<file path="config.mk">
export PLATFORM = sky130hd
export DESIGN_NAME = mct_timer
export DESIGN_NICKNAME = d
export VERILOG_FILES = /design/src/rtl/mct_pkg.sv /design/src/rtl/mct_prescale.sv /design/src/rtl/mct_count.sv /design/src/rtl/mct_timer.sv
export SDC_FILE = /design/constraint.sdc
export NUM_CORES = 1
export LEC_CHECK = 0
export ABC_CLOCK_PERIOD_IN_PS = 2200
export BUFFER_PORTS_ARGS = -buffer_cell sky130_fd_sc_hd__buf_2
export CAP_MARGIN = 20
export CORE_MARGIN = 2
export CORE_UTILIZATION = 53
export CTS_BUF_LIST = sky130_fd_sc_hd__clkbuf_4 sky130_fd_sc_hd__clkbuf_8 sky130_fd_sc_hd__clkbuf_16
export CTS_CLUSTER_DIAMETER = 120
export DETAILED_ROUTE_END_ITERATION = 7
export PLACE_DENSITY = 0.82
export RECOVER_POWER = 25
export SYNTH_ARGS = -nofsm -noshare
export SYNTH_HDL_FRONTEND = slang
export SYNTH_SLANG_ARGS = --single-unit
</file>
<file path="constraint.sdc">
create_clock -name clk -period 2.2 [get_ports clk]
set_clock_uncertainty 0.15 [all_clocks]
set_input_delay 0.11 -clock clk [delete_from_list [all_inputs] [get_ports clk]]
set_output_delay 0.11 -clock clk [all_outputs]
set_load 0.1 [all_outputs]
</file>
<file path="src/rtl/mct_pkg.sv">
package mct_pkg;

    typedef enum logic [1:0] {
        SEL_MODE = 2'd0,
        SEL_CTRL = 2'd1,
        SEL_HIGH = 2'd2,
        SEL_LOW  = 2'd3
    } reg_sel_e;

    localparam int CTRL_RUN_BIT  = 0;
    localparam int CTRL_KEEP_BIT = 1;
    localparam int CTRL_IE_BIT   = 2;

    localparam logic [1:0] MODE_PLAIN16 = 2'b01;

    typedef struct packed {
        logic [1:0] mode;
        logic       run;
        logic       ie;
        logic       flag;
    } ctl_t;

endpackage

</file>
<file path="src/rtl/mct_prescale.sv">
module mct_prescale #(
    parameter int DIV = 12
) (
    input  logic clk,
    input  logic rst_n,
    input  logic enable_i,
    output logic tick_o
);
    localparam int PW = (DIV > 2) ? $clog2(DIV) : 1;
    localparam logic [PW-1:0] LAST = PW'(DIV - 1);

    logic [PW-1:0] phase_d, phase_q;

    assign tick_o = enable_i && (phase_q == LAST);

    always_comb begin
        phase_d = phase_q;
        if (!enable_i || tick_o) begin
            phase_d = '0;
        end else begin
            phase_d = phase_q + PW'(1);
        end
    end

    always_ff @(posedge clk) begin
        if (!rst_n) begin
            phase_q <= '0;
        end else begin
            phase_q <= phase_d;
        end
    end
endmodule

</file>
<file path="src/rtl/mct_count.sv">
module mct_count #(
    parameter int W = 16
) (
    input  logic          clk,
    input  logic          rst_n,
    input  logic          ld_hi_i,
    input  logic          ld_lo_i,
    input  logic [W/2-1:0] ld_data_i,
    input  logic          tick_i,
    output logic [W-1:0]  count_o,
    output logic          wrap_o
);
    localparam int HW = W / 2;

    logic [W-1:0] cnt_d, cnt_q;
    logic         load;

    assign load    = ld_hi_i || ld_lo_i;
    assign wrap_o  = tick_i && !load && (&cnt_q);
    assign count_o = cnt_q;

    always_comb begin
        cnt_d = cnt_q;
        if (load) begin
            if (ld_hi_i) cnt_d[W-1:HW] = ld_data_i;
            if (ld_lo_i) cnt_d[HW-1:0] = ld_data_i;
        end else if (tick_i) begin
            cnt_d = cnt_q + W'(1);
        end
    end

    always_ff @(posedge clk) begin
        if (!rst_n) begin
            cnt_q <= '0;
        end else begin
            cnt_q <= cnt_d;
        end
    end
endmodule

</file>
<file path="src/rtl/mct_timer.sv">
module mct_timer #(
    parameter int CYCLE_CLKS = 12,
    parameter int CNT_W      = 16
) (
    input  logic               clk,
    input  logic               rst_n,
    input  logic               wr_en,
    input  logic [1:0]         wr_addr,
    input  logic [CNT_W/2-1:0] wr_data,
    input  logic               irq_ack,
    output logic [CNT_W-1:0]   count_o,
    output logic               ovf_o,
    output logic               irq_o
);
    import mct_pkg::*;

    ctl_t     ctl_d, ctl_q;
    logic     ld_hi, ld_lo;
    logic     cnt_en, tick, wrap;
    logic     run_q;
    reg_sel_e sel;

    assign sel    = reg_sel_e'(wr_addr);
    assign cnt_en = ctl_q.run && (ctl_q.mode == MODE_PLAIN16);
    assign run_q  = ctl_q.run;

    mct_prescale #(.DIV(CYCLE_CLKS)) u_pre (
        .clk      (clk),
        .rst_n    (rst_n),
        .enable_i (cnt_en),
        .tick_o   (tick)
    );

    mct_count #(.W(CNT_W)) u_cnt (
        .clk       (clk),
        .rst_n     (rst_n),
        .ld_hi_i   (ld_hi),
        .ld_lo_i   (ld_lo),
        .ld_data_i (wr_data),
        .tick_i    (tick),
        .count_o   (count_o),
        .wrap_o    (wrap)
    );

    always_comb begin
        ctl_d = ctl_q;
        ld_hi = 1'b0;
        ld_lo = 1'b0;
        if (wr_en) begin
            case (sel)
                SEL_MODE: ctl_d.mode = wr_data[1:0];
                SEL_CTRL: begin
                    ctl_d.run = wr_data[CTRL_RUN_BIT];
                    ctl_d.ie  = wr_data[CTRL_IE_BIT];
                    if (!wr_data[CTRL_KEEP_BIT]) ctl_d.flag = 1'b0;
                end
                SEL_HIGH: ld_hi = 1'b1;
                SEL_LOW:  ld_lo = 1'b1;
                default:  ;
            endcase
        end
        if (irq_ack) ctl_d.flag = 1'b0;
        if (wrap)    ctl_d.flag = 1'b1;
    end

    always_ff @(posedge clk) begin
        if (!rst_n) begin
            ctl_q <= '0;
        end else begin
            ctl_q <= ctl_d;
        end
    end

    assign ovf_o = ctl_q.flag;
    assign irq_o = ctl_q.flag && ctl_q.ie;
endmodule

</file>
## Word-level counts from Yosys, hierarchy flattened

Index checks and enable logic that the tools add are counted.

| storage, ports and cells | value |
|---|---|
| bits in registers | 25 |
| input port bits | 14 |
| output and inout bits | 18 |
| word-level logic and storage cells | 51 |

| cells by class | value |
|---|---|
| add/sub/neg operators | 2 |
| equality and inequality tests | 8 |
| muxes and demuxes | 13 |
| bitwise operators | 1 |
| reductions and logical operators | 20 |

Operators by type and width:

| kind | count |
|---|---|
| 16-bit two-way mux | 2 |
| 16-bit by 1-bit adder with 16-bit output, second input constant | 1 |
| 8-bit two-way mux | 2 |
| 16-bit AND reduction | 1 |
| 1-bit two-way mux | 9 |
| 2-bit AND reduction | 4 |
| 3-bit nonzero test | 2 |
| 1-bit logical AND | 5 |
| 4-bit by 1-bit adder with 4-bit output, second input constant | 1 |
| 2-bit by 1-bit == test with 1-bit output, second input constant | 2 |
| 2-bit == test, second input constant | 2 |
| 4-bit == test, second input constant | 1 |
| 2-bit by 1-bit inequality test with 1-bit output, second input constant | 2 |
| 3-bit by 1-bit inequality test with 1-bit output, second input constant | 1 |
| 3-bit AND reduction | 1 |
| 1-bit zero test | 2 |
| 2-bit zero test | 1 |
| 1-bit logical OR | 2 |
| 2-bit nonzero test | 1 |
| 2-bit OR reduction | 1 |
| 1-bit NOT | 1 |

## Depth between registers and ports, before layout

Gate-level depths: netlist of run 1.

| logic depth | value |
|---|---|
| depth in word-level cells | 9 |
| gate-level depth with buffers | 6 |
| mapped depth without buffers | 5 |

## Hierarchy

From an unflattened synthesis of run 1, not the netlist that was laid out.

| unflattened totals | value |
|---|---|
| cell total of the unflattened synthesis | 159 |
| area total of the unflattened synthesis | 1336.3 um^2 |

Modules (own cells, without submodules):

| module | instances | cells an instance | area each (um^2) | seq. area each (um^2) |
|---|---|---|---|---|
| mct_count | 1 | 115 | 933.4 | 320.3 |
| mct_timer | 1 | 28 | 242.7 | 100.1 |
| mct_prescale | 1 | 16 | 160.2 | 80.1 |

## Least setup slack after synthesis of run 1

OpenSTA, ideal clock, no wires.

| timing | value |
|---|---|
| path type | register -> register |
| start point | register u_cnt.cnt_q[1] (netlist: u_cnt.count_o[1]) |
| end point | register u_cnt.cnt_q[12] (netlist: u_cnt.count_o[12]) |
| setup time | 0.128 ns |
| data arrival time | 2.278 ns |
| data required time | 1.922 ns |
| setup slack | -0.356 ns |
| stages on the path, launching flop included | 6 |
| buffers on the path | 0 |
| period minus slack after synthesis | 2.556 ns |
| path through | dfxtp_1 > ha_1 > nand4_1 > or4_1 > mux2i_1 > o22ai_1 |

| on the way | value |
|---|---|
| word-level cells in the longest chain between the ends | 3 |

RTL lines:

| item | RTL line | source |
|---|---|---|
| start: declaration | mct_count.sv:15 | `logic [W-1:0] cnt_d, cnt_q;` |
| start signal: assignment | mct_count.sv:36 | `cnt_q <= cnt_d;` |
| 16-bit by 1-bit adder with 16-bit output | mct_count.sv:28 | `cnt_d = cnt_q + W'(1);` |
| 16-bit two-way mux | mct_count.sv:27 | `end else if (tick_i) begin` |
| 16-bit two-way mux | mct_count.sv:24 | `if (load) begin` |

Every way passes these cells. The select of a mux whose other input is x is not followed.
A chain may end at the register's enable or synchronous reset.

## Worst setup path after layout of run 1

| timing | value |
|---|---|
| start point | input wr_addr[0] |
| end point | register u_cnt.cnt_q[11] (netlist: u_cnt.count_o[11]) |

| on the way | value |
|---|---|
| word-level cells in the longest chain between the ends | 6 |
| elaborated cells on any way between the ends | 11 |
| classes of those cells | 3 x eq/ne; 5 x mux; 3 x reduce/logical |

RTL lines:

| item | RTL line | source |
|---|---|---|
| start: declaration | mct_timer.sv:8 | `input logic [1:0] wr_addr,` |
| 2-bit == test | mct_timer.sv:50 | `case (sel)` |
| 1-bit two-way mux | mct_timer.sv:50 |  |
| 1-bit two-way mux | mct_timer.sv:49 | `if (wr_en) begin` |
| 1-bit logical OR | mct_count.sv:18 | `assign load = ld_hi_i \|\| ld_lo_i;` |
| 2-bit by 1-bit inequality test with 1-bit output (no line) / 2-bit nonzero test (equally long branches) | -- |  |
| 2-bit AND reduction (no line) | -- |  |

Several ways; a longest one is shown, not always the timed one.

==> out/metrics.yaml, run 1 <==
setup_path:
  end_kind: "flip-flop"
  setup.worst_path.start_class: "primary input"
  crit_required_ps: 2260
  critPathArrivalTime_ps: 2030
  r2r_cells: 5
  crit_fanout: 7
  worstSetupPathType: "in2reg"
place:
  place_inst: 227
  port_buffers: 31
  place_hpwl_mm: 2.910
  globalplace.congestion: 1.042
sta:
  hold_viol: 0
  fmax_mhz: 508.2
  rsz0062_at_grt: "false"
  post-route-period-util_pct: 89.44
  setup_violations: 0
  tightest_slew_ps: 1162
  relSlewSlack_pct: 22.84
  slew_violations: 0
  tns_ps: 0
  period_needed_ps: 1968
synth:
  synth_cell_types: 49
  synthesis.area_sq_mm: 0.001423
  synth_area_leader_cell: "dfxtp_1"
  synth_simple_gate_area_share_pct: 32.01
  yosysSeqAreaShare_pct: 35.18
  yosys_most_used_dff: "dfxtp_1"
  ys_async_sr_fraction_pct: 0
  ys_warn_count: 0
  synthAdderAreaFrac_pct: 1.759
  synth_compound_area_share_pct: 23.22
  synth.net_count: 186
  synthTopCellsByArea: "dfxtp_1 (35%), nand3_1 (4.9%), nand2_1 (4.0%)"
  synth_xor_area_share_pct: 1.231
  muxShareOfSynthArea_pct: 4.310
  synth_top_family_by_area: "simple AND/OR/NAND/NOR gates"
  syn_inst: 170
  synth-seq-cells: 25
  synth-edff-count: 0
  synth.avg_cell_area_sq_um: 8.368
  synth_top_area_share_pct: 35.18
clock_tree:
  cts_root_buf: "clkbuf_4"
  clk_latency_ps: 320
  cts_buffers: 3
  cts.sinks: 25
  cts_tree: "built"
  clk_pin_slew_ps: 130
  cts_htree_levels: 1
  cts_resized: 0
  clock_path_buffers: 2
floorplan:
  die-height_microns: 55.81
  core.rowCount: 18
  die_area_sq_mm: 0.003115
  start_util_pct: 56.91
  core-area_sq_mm: 0.002500
  ios: 32
  die_w_microns: 55.81
status:
  status: "finished, final reports clean"
routing:
  drc: 0
  drt-pass1-iter-count: 4
  drt-vias-per-instance: 6.404
  drt-initial-drc-count: 83
  dr_total_vias: 1537
  postRouteAntennaNets: 0
  wirelength_mm: 4.038
  wl_per_cell_microns: 16.83
global_route:
  grt_pass1_vias: 1385
  grtUsageMet3_pct: 3.488
  met2_usage_pct: 43.88
  grt_max_degree: 19
  grt_first_pass_wirelength_mm: 6.568
  antenna_found_initial: 0
  busiest_layer: "met2"
  grt_use_total_pct: 26.78
  grt_util_met1_pct: 35.64
  grt.overflow.total: 0
hold_path:
  hp-class: "in2reg"
  hold_depth: 4
power_and_ir_drop:
  p_leak_nw: 0.6421
  ir_worst_vdd_mv: 0.4766
  powerDensity_mw_per_mm2: 506.8
finish:
  drive_gt1_share_pct: 23.81
  antenna_cells: 0
  mostFrequentLayoutCell: "buf_2"
  nNetsFinal: 227
  layout_common_cells: "buf_2 (26), nand2_1 (15), nand3_1 (14), nor2_1 (14), dfxtp_1 (13)"
  stdcell_count: 240
  area_delta_synth_final_pct: 21.64
flow_run:
  maxCapViolCount: 0
stage by stage:
stage	instance area [sq um]	hold slack, ps	utilization [%]	worst slack [ps]	total power (W)
floorplan	1438	99.97	-	4.338	0.0006087
global placement	1617	222.6	64.66	365.4	0.0006504
detailed placement	1617	237.3	64.66	311.4	0.0006526
CTS	1737	6.662	69.47	260.7	0.0008824
global route	1730	40.31	69.22	30.66	0.0009097
finish	1730	15.07	69.22	232.3	0.0008769
cell families after synthesis:
family,count (synthesis)
flops,25
compound gates,45
buf+inv,8
simple gates,82
fa+ha+maj,2
mux,6
xor+xnor,2
state kept, by name, summed over array words and instances, names as in the netlist:
| register | count |
|---|---|
| ovf_o | 1 |
| u_cnt.count_o | 16 |
| ctl_q | 3 |
| u_pre.phase_q | 4 |
| run_q | 1 |
what timing repair did:
item,in CTS,in global routing
hold endpoints to repair,14,0
hold buffers,9,0
buffers inserted,0,0
critical path, cell delays in order:
cell and delay [ps]:
dlygate4sd3_1 530, clkbuf_1 230, and3b_1 270, a31oi_1 510, nand2b_1 270, o22ai_1 110
metal layers:
| metal | up-vias | wire (microns) |
|---|---|---|
| li1 | 740 | - |
| met1 | 705 | 1687 |
| met2 | 83 | 1962 |
| met3 | 9 | 300 |
| met4 | 0 | 88 |
| met5 | - | 0 |
power by group:
part	internal, W	leakage [nW]	switching, W
registers	0.000466	0.208	0.0000154
logic	0.0000502	0.416	0.000125
clock network	0.0000834	0.0184	0.000137
total	0.000599	0.642	0.000278
final cells by class:
class	count	area, sq um
clock buffers	4	30.03
fillers	203	769.5
inverters	3	11.26
multi-input cells	137	889.6
flip-flops and latches	25	515.5
well taps	30	37.54
repair buffers	41	246.5
synthesized netlist by cell type (2+ instances only):
cell type   n
and3_1      2
o21ai_1     2
o31a_1      4
nor4_1      2
clkbuf_1    3
nand3_1    14
a221oi_1    2
a2111oi_0   2
nand3b_1    5
and2_1      5
nand2b_1    2
o21ai_0     6
or4_1       3
and3b_1     3
a21oi_1     6
o311ai_0    3
o22ai_1     5
nand2_1    15
a31oi_1     3
and4_1      2
ha_1        2
a22oi_1     2
nand4_1     5
or3_1       2
buf_2       2
mux2i_1     5
nor2_1     14
dfxtp_1    25
inv_1       2
nor3_1      3
worst paths after layout:
path	to	start	slack, ps
worst max-delay path	u_cnt.count_o[11]	wr_addr[0]	230
worst max register to register	u_cnt.count_o[15]	u_pre.phase_q[0]	250
worst min register to register	u_pre.phase_q[0]	u_pre.phase_q[0]	320
worst min-delay path	u_cnt.count_o[5]	wr_data[5]	20
No activity file was read; power rests on OpenSTA's default activity.
==> inputs of run 2 (changes only) <==
CORE_MARGIN = 8   (was 2)
HOLD_SLACK_MARGIN = 0.06   (was not set)
==> out/metrics.yaml, run 2 (same netlist as run 1, synthesis figures left out) <==
status:
  status: "finished, final reports clean"
clock_tree:
  clock_path_buffers: 2  # unchanged
  cts_tree: "built"
  cts_root_buf: "clkbuf_4"
  cts.sinks: 25  # unchanged
  clk_latency_ps: 320  # about the same
  cts_htree_levels: 1  # unchanged
  cts_setup_buffers: 0  # unchanged
  cts_buffers: 3  # unchanged
  clk_pin_slew_ps: 140  # about the same
sta:
  fmax_mhz: 497.8  # -2.0%
  setup_violations: 0  # unchanged
  tns_ps: 0  # unchanged
  period_needed_ps: 2009  # +41.18 ps
  rsz0062_at_grt: "false"
  post-route-period-util_pct: 91.31  # +1.9 points
  hold_viol: 0  # unchanged
  tightest_slew_ps: 1165  # +3.037 ps
  holdWs_ps: 143.3  # +128.2 ps
  layout_setup_ws_ps: 191.1  # -41.18 ps
  slew_violations: 0  # unchanged
  relSlewSlack_pct: 22.63  # -0.20 points
power_and_ir_drop:
  ir_worst_vdd_mv: 0.4381  # -8.1%
  p_leak_nw: 0.6743  # +5.0%
  powerDensity_mw_per_mm2: 488.4  # -3.6%
routing:
  dr_total_vias: 1573  # +2.3%
  wirelength_mm: 4.437  # +9.9%
  drc: 0  # unchanged
  drt-pass1-iter-count: 6  # +2
  wl_per_cell_microns: 17.96  # +6.8%
  drt-initial-drc-count: 171  # +110%
  drt-vias-per-instance: 6.368  # -0.56%
  postRouteAntennaNets: 0  # unchanged
setup_path:
  cp_cell_sequence: "dlygate4sd3_1 -> buf_2 -> and2_2 -> buf_4 -> nand4_1 -> dlygate4sd3_1 -> nand4_1"
  r2r_slack_ps: 250  # about the same
  worst_path_largest_cell_delay_ps: 570  # +40 ps
  crit_required_ps: 2320  # +60 ps
  r2r_start: "u_pre.phase_q[0]"
  setup.worst_path.start_class: "primary input"
  worstReg2RegEnd: "u_cnt.count_o[11]"
  end_kind: "flip-flop"
  r2r_cells: 5  # unchanged
  worstSetupPathType: "in2reg"
  critPathArrivalTime_ps: 2130  # +100 ps
  critPathSlowestCell: "dlygate4sd3_1"
  crit_fanout: 15  # +8
finish:
  antenna_cells: 0  # unchanged
  layout_common_cells: "buf_2 (28), nand2_1 (15), dlygate4sd3_1 (15), nand3_1 (14), nor2_1 (14)"
  largest_register_ffs: 16  # unchanged
  nNetsFinal: 234  # +3.1%
  area_delta_synth_final_pct: 26.47
  mostFrequentLayoutCell: "buf_2"
  drive_gt1_share_pct: 24.88  # +1.1 points
hold_path:
  worstHoldEndpoint: "ctl_q[1]"
  hold_depth: 4  # unchanged
  hp-class: "in2reg"
  hold_path_startpoint: "wr_en"
floorplan:
  die_area_sq_mm: 0.004598  # +48%
  ios: 32  # unchanged
  core.rowCount: 18  # unchanged
  start_util_pct: 56.40  # -0.51 points
  die_w_microns: 67.81  # +22%
  core-area_sq_mm: 0.002522  # +0.90%
  die-height_microns: 67.81  # +22%
global_route:
  grt_pass1_vias: 1471  # +6.2%
  antenna_found_initial: 0  # unchanged
  grt_first_pass_wirelength_mm: 7.162  # +9.0%
  grt_max_degree: 19  # unchanged
  grt_use_total_pct: 19.83  # -7.0 points
  grt.overflow.total: 0  # unchanged
place:
  globalplace.congestion: 1.010  # -3.1%
  place_hpwl_mm: 3.185  # +9.4%
  dp_slack_ps: 308.0  # -3.471 ps
  port_buffers: 31  # unchanged
flow_run:
  maxCapViolCount: 0  # unchanged
-- run 2: what timing repair did --
action | in CTS | in global routing
hold buffers | 15 | 0
endpoints found under the hold margin | 24 | 0
setup endpoints to repair | 0 | 1
resized for setup | 0 | 1
-- run 2: worst max-delay path, delay by kind of cell --
family	cells	cell delay (ps)
buffers and inverters	4	1470
and+or+nand+nor	3	540
-- run 2: report_power, final --
part | total [W] | leakage [nW] | switching, W | internal [W]
combinational | 0.000185 | 0.448 | 0.000128 | 0.0000573
sequential | 0.000480 | 0.208 | 0.0000148 | 0.000466
clock | 0.000213 | 0.0177 | 0.000145 | 0.0000681
-- run 2: worst max-delay path by stage --
stage | startpoint | to
detailed placement | u_pre.phase_q[0] | u_cnt.count_o[11]
CTS | wr_addr[1] | u_cnt.count_o[15]
global placement | u_pre.phase_q[0] | u_cnt.count_o[11]
floorplan | u_cnt.count_o[11] | u_cnt.count_o[13]
global route | u_pre.phase_q[0] | u_cnt.count_o[6]
finish | wr_addr[1] | u_cnt.count_o[15]
-- run 2: through the flow --
| stage | utilization (%) | instances | cell area, sq um | power, W |
|---|---|---|---|---|
| after global placement | 64.38 | 228 | 1624 | 0.0006525 |
| after floorplan | - | 170 | 1438 | 0.0006087 |
| after detailed placement | 64.38 | 228 | 1624 | 0.0006548 |
| after CTS | 71.43 | 247 | 1802 | 0.0008780 |
| after global routing | 71.33 | 247 | 1799 | 0.0009114 |
| final | 71.33 | 247 | 1799 | 0.0008787 |
-- run 2: layout make-up --
type	count	area (sq um)
multi-input combinational	137	890.9
fill	220	723.2
sequential	25	515.5
timing repair buffer	48	316.6
tap	30	37.54
clock buffer	3	22.52
inverter	3	11.26
clock inverter	1	5.005
-- run 2: per-layer routing --
| layer | up-vias | share of wire (%) | global-route usage [%] |
|---|---|---|---|
| met1 | 716 | 42 | 25.43 |
| li1 | 757 | - | - |
| met4 | 0 | 1.9 | 8.184 |
| met5 | - | 0 | 0 |
| met2 | 88 | 47 | 32.43 |
| met3 | 12 | 9.4 | 3.105 |
==> inputs of run 3 (changes only) <==
REMOVE_ABC_BUFFERS = 1   (was not set)
==> out/metrics.yaml, run 3 (same netlist as run 1, synthesis figures left out) <==
routing:
  postRouteAntennaNets: 0  # unchanged
  dr_total_vias: 1590  # +1.1%
  drt-pass1-iter-count: 4  # -2
  drc: 0  # unchanged
  drt-initial-drc-count: 123  # -28%
  wl_per_cell_microns: 17.47  # -2.8%
  drt-vias-per-instance: 6.437  # +1.1%
  wirelength_mm: 4.314  # -2.8%
setup_path:
  path_buf_inv: 0  # -4
  r2r_start: "u_cnt.count_o[0]"
  crit_required_ps: 2300  # -20 ps
  cp-endpoint: "u_cnt.count_o[8]"
  critPathSlowestCell: "or4_1"
  worst_path_largest_cell_delay_ps: 490  # -80 ps
  cp_cell_sequence: "ha_1 -> and4_1 -> nand2_1 -> or4_1 -> a31oi_1"
  crit_fanout: 6  # -9
  critPathArrivalTime_ps: 2060  # -70 ps
  path_delay_family: "simple AND/OR/NAND/NOR gates"
  startpoint: "u_cnt.count_o[0]"
  cp.depth: 5  # -2
  r2r_slack_ps: 240  # about the same
  worstSetupPathType: "reg2reg"
  setup.worst_path.start_class: "flip-flop"
  end_kind: "flip-flop"
  r2r_cells: 5  # unchanged
  worstReg2RegEnd: "u_cnt.count_o[8]"
floorplan:
  ios: 32  # unchanged
  core-area_sq_mm: 0.002522  # unchanged
  start_util_pct: 56.40  # unchanged
  die-height_microns: 67.81  # unchanged
  die_w_microns: 67.81  # unchanged
  die_area_sq_mm: 0.004598  # unchanged
  core.rowCount: 18  # unchanged
finish:
  mostFrequentLayoutCell: "buf_2"
  layout_common_cells: "buf_2 (27), dfxtp_1 (25), nand2_1 (15)"
  fin_util_pct: 70.63  # -0.69 points
  largest_register_ffs: 16  # unchanged
  nNetsFinal: 234  # unchanged
  area_delta_synth_final_pct: 25.24
  nFillCells: 214  # -2.7%
  antenna_cells: 0  # unchanged
  drive_gt1_share_pct: 18.89  # -6.0 points
place:
  globalplace.congestion: 0.9644  # -4.5%
  port_buffers: 31  # unchanged
  place_hpwl_mm: 3.161  # -0.74%
sta:
  tns_ps: 0  # unchanged
  post-route-period-util_pct: 88.92  # -2.4 points
  tightest_slew_ps: 1173  # +7.995 ps
  rsz0062_at_grt: "false"
  period_needed_ps: 1956  # -52.61 ps
  fmax_mhz: 511.2  # +2.7%
  slew_violations: 0  # unchanged
  setup_violations: 0  # unchanged
  relSlewSlack_pct: 22.10  # -0.53 points
  hold_viol: 0  # unchanged
clock_tree:
  cts_htree_levels: 1  # unchanged
  cts_setup_buffers: 0  # unchanged
  clk_latency_ps: 320  # about the same
  cts.sinks: 25  # unchanged
  cts_tree: "built"
  clock_path_buffers: 2  # unchanged
  clk_pin_slew_ps: 140  # about the same
  cts_buffers: 3  # unchanged
  cts_root_buf: "clkbuf_4"
global_route:
  grt_first_pass_wirelength_mm: 7.203  # +0.57%
  grt_max_degree: 19  # unchanged
  antenna_found_initial: 0  # unchanged
  grt_use_total_pct: 19.56  # -0.26 points
  grt_pass1_vias: 1600  # +8.8%
  grt.overflow.total: 0  # unchanged
flow_run:
  maxCapViolCount: 0  # unchanged
hold_path:
  hp-class: "in2reg"
power_and_ir_drop:
  p_total_w: 0.0008811  # +0.27%
  ir_worst_vdd_mv: 0.3665  # -16%
  p_leak_nw: 0.6657  # -1.3%
  powerDensity_mw_per_mm2: 494.5  # +1.3%
status:
  status: "finished, final reports clean"
## run 3: worst min-delay path by stage
stage                    start  cells past startpoint                end  slack, ps
floorplan                rst_n                      2  u_cnt.count_o[12]        100
global placement    wr_data[2]                      3           ctl_q[1]        220
detailed placement  wr_data[2]                      3           ctl_q[1]        220
CTS                 wr_addr[1]                      4           ctl_q[4]        100
global route        wr_addr[1]                      4           ctl_q[4]        110
finish              wr_addr[1]                      4           ctl_q[4]        110
## run 3: through the flow
step / area, sq um / instances / hold WS, ps / setup WS [ps]
after detailed placement: 1617 / 229 / 223.7 / 281.1
after global placement: 1617 / 229 / 220.5 / 354.8
after floorplan: 1401 / 165 / 99.45 / -356.0
after CTS: 1787 / 247 / 100.6 / 250.7
after global routing: 1782 / 247 / 113.2 / 63.15
final: 1782 / 247 / 105.2 / 243.7
## run 3: area by class of cell
type	count	area (sq um)	share of cell area [%]
multi-input cells	137	889.6	49.93
flip-flops and latches	25	500.5	28.09
repair buffers	48	312.8	17.56
well taps	30	37.54	2.107
clock buffers	4	30.03	1.685
inverters	3	11.26	0.6320
## run 3: power breakdown
part / switching, W / internal, W / total, W
Sequential: 0.0000146 / 0.000464 / 0.000479
Clock: 0.000137 / 0.0000832 / 0.000220
Combinational: 0.000126 / 0.0000554 / 0.000182
## run 3: tightest hold or removal path, cell delays in order
cell and delay [ps]:
buf_2 140, nor3b_1 100, mux2i_1 130, nor2_1 70
## run 3: repair_timing
item | 4_1_cts | 5_1_grt
hold endpoints to repair | 23 | 0
hold buffers | 14 | 0
setup endpoints to repair | 0 | 0
resized for setup | 0 | 0
## run 3: metal layers
layer / wire (microns) / track usage [%] / up-vias
met1: 1765 / 22.97 / 732
met4: 90 / 9.207 / 0
met5: 0 / 0 / -
met2: 2079 / 33.14 / 94
met3: 380 / 4.412 / 11
li1: - / - / 753
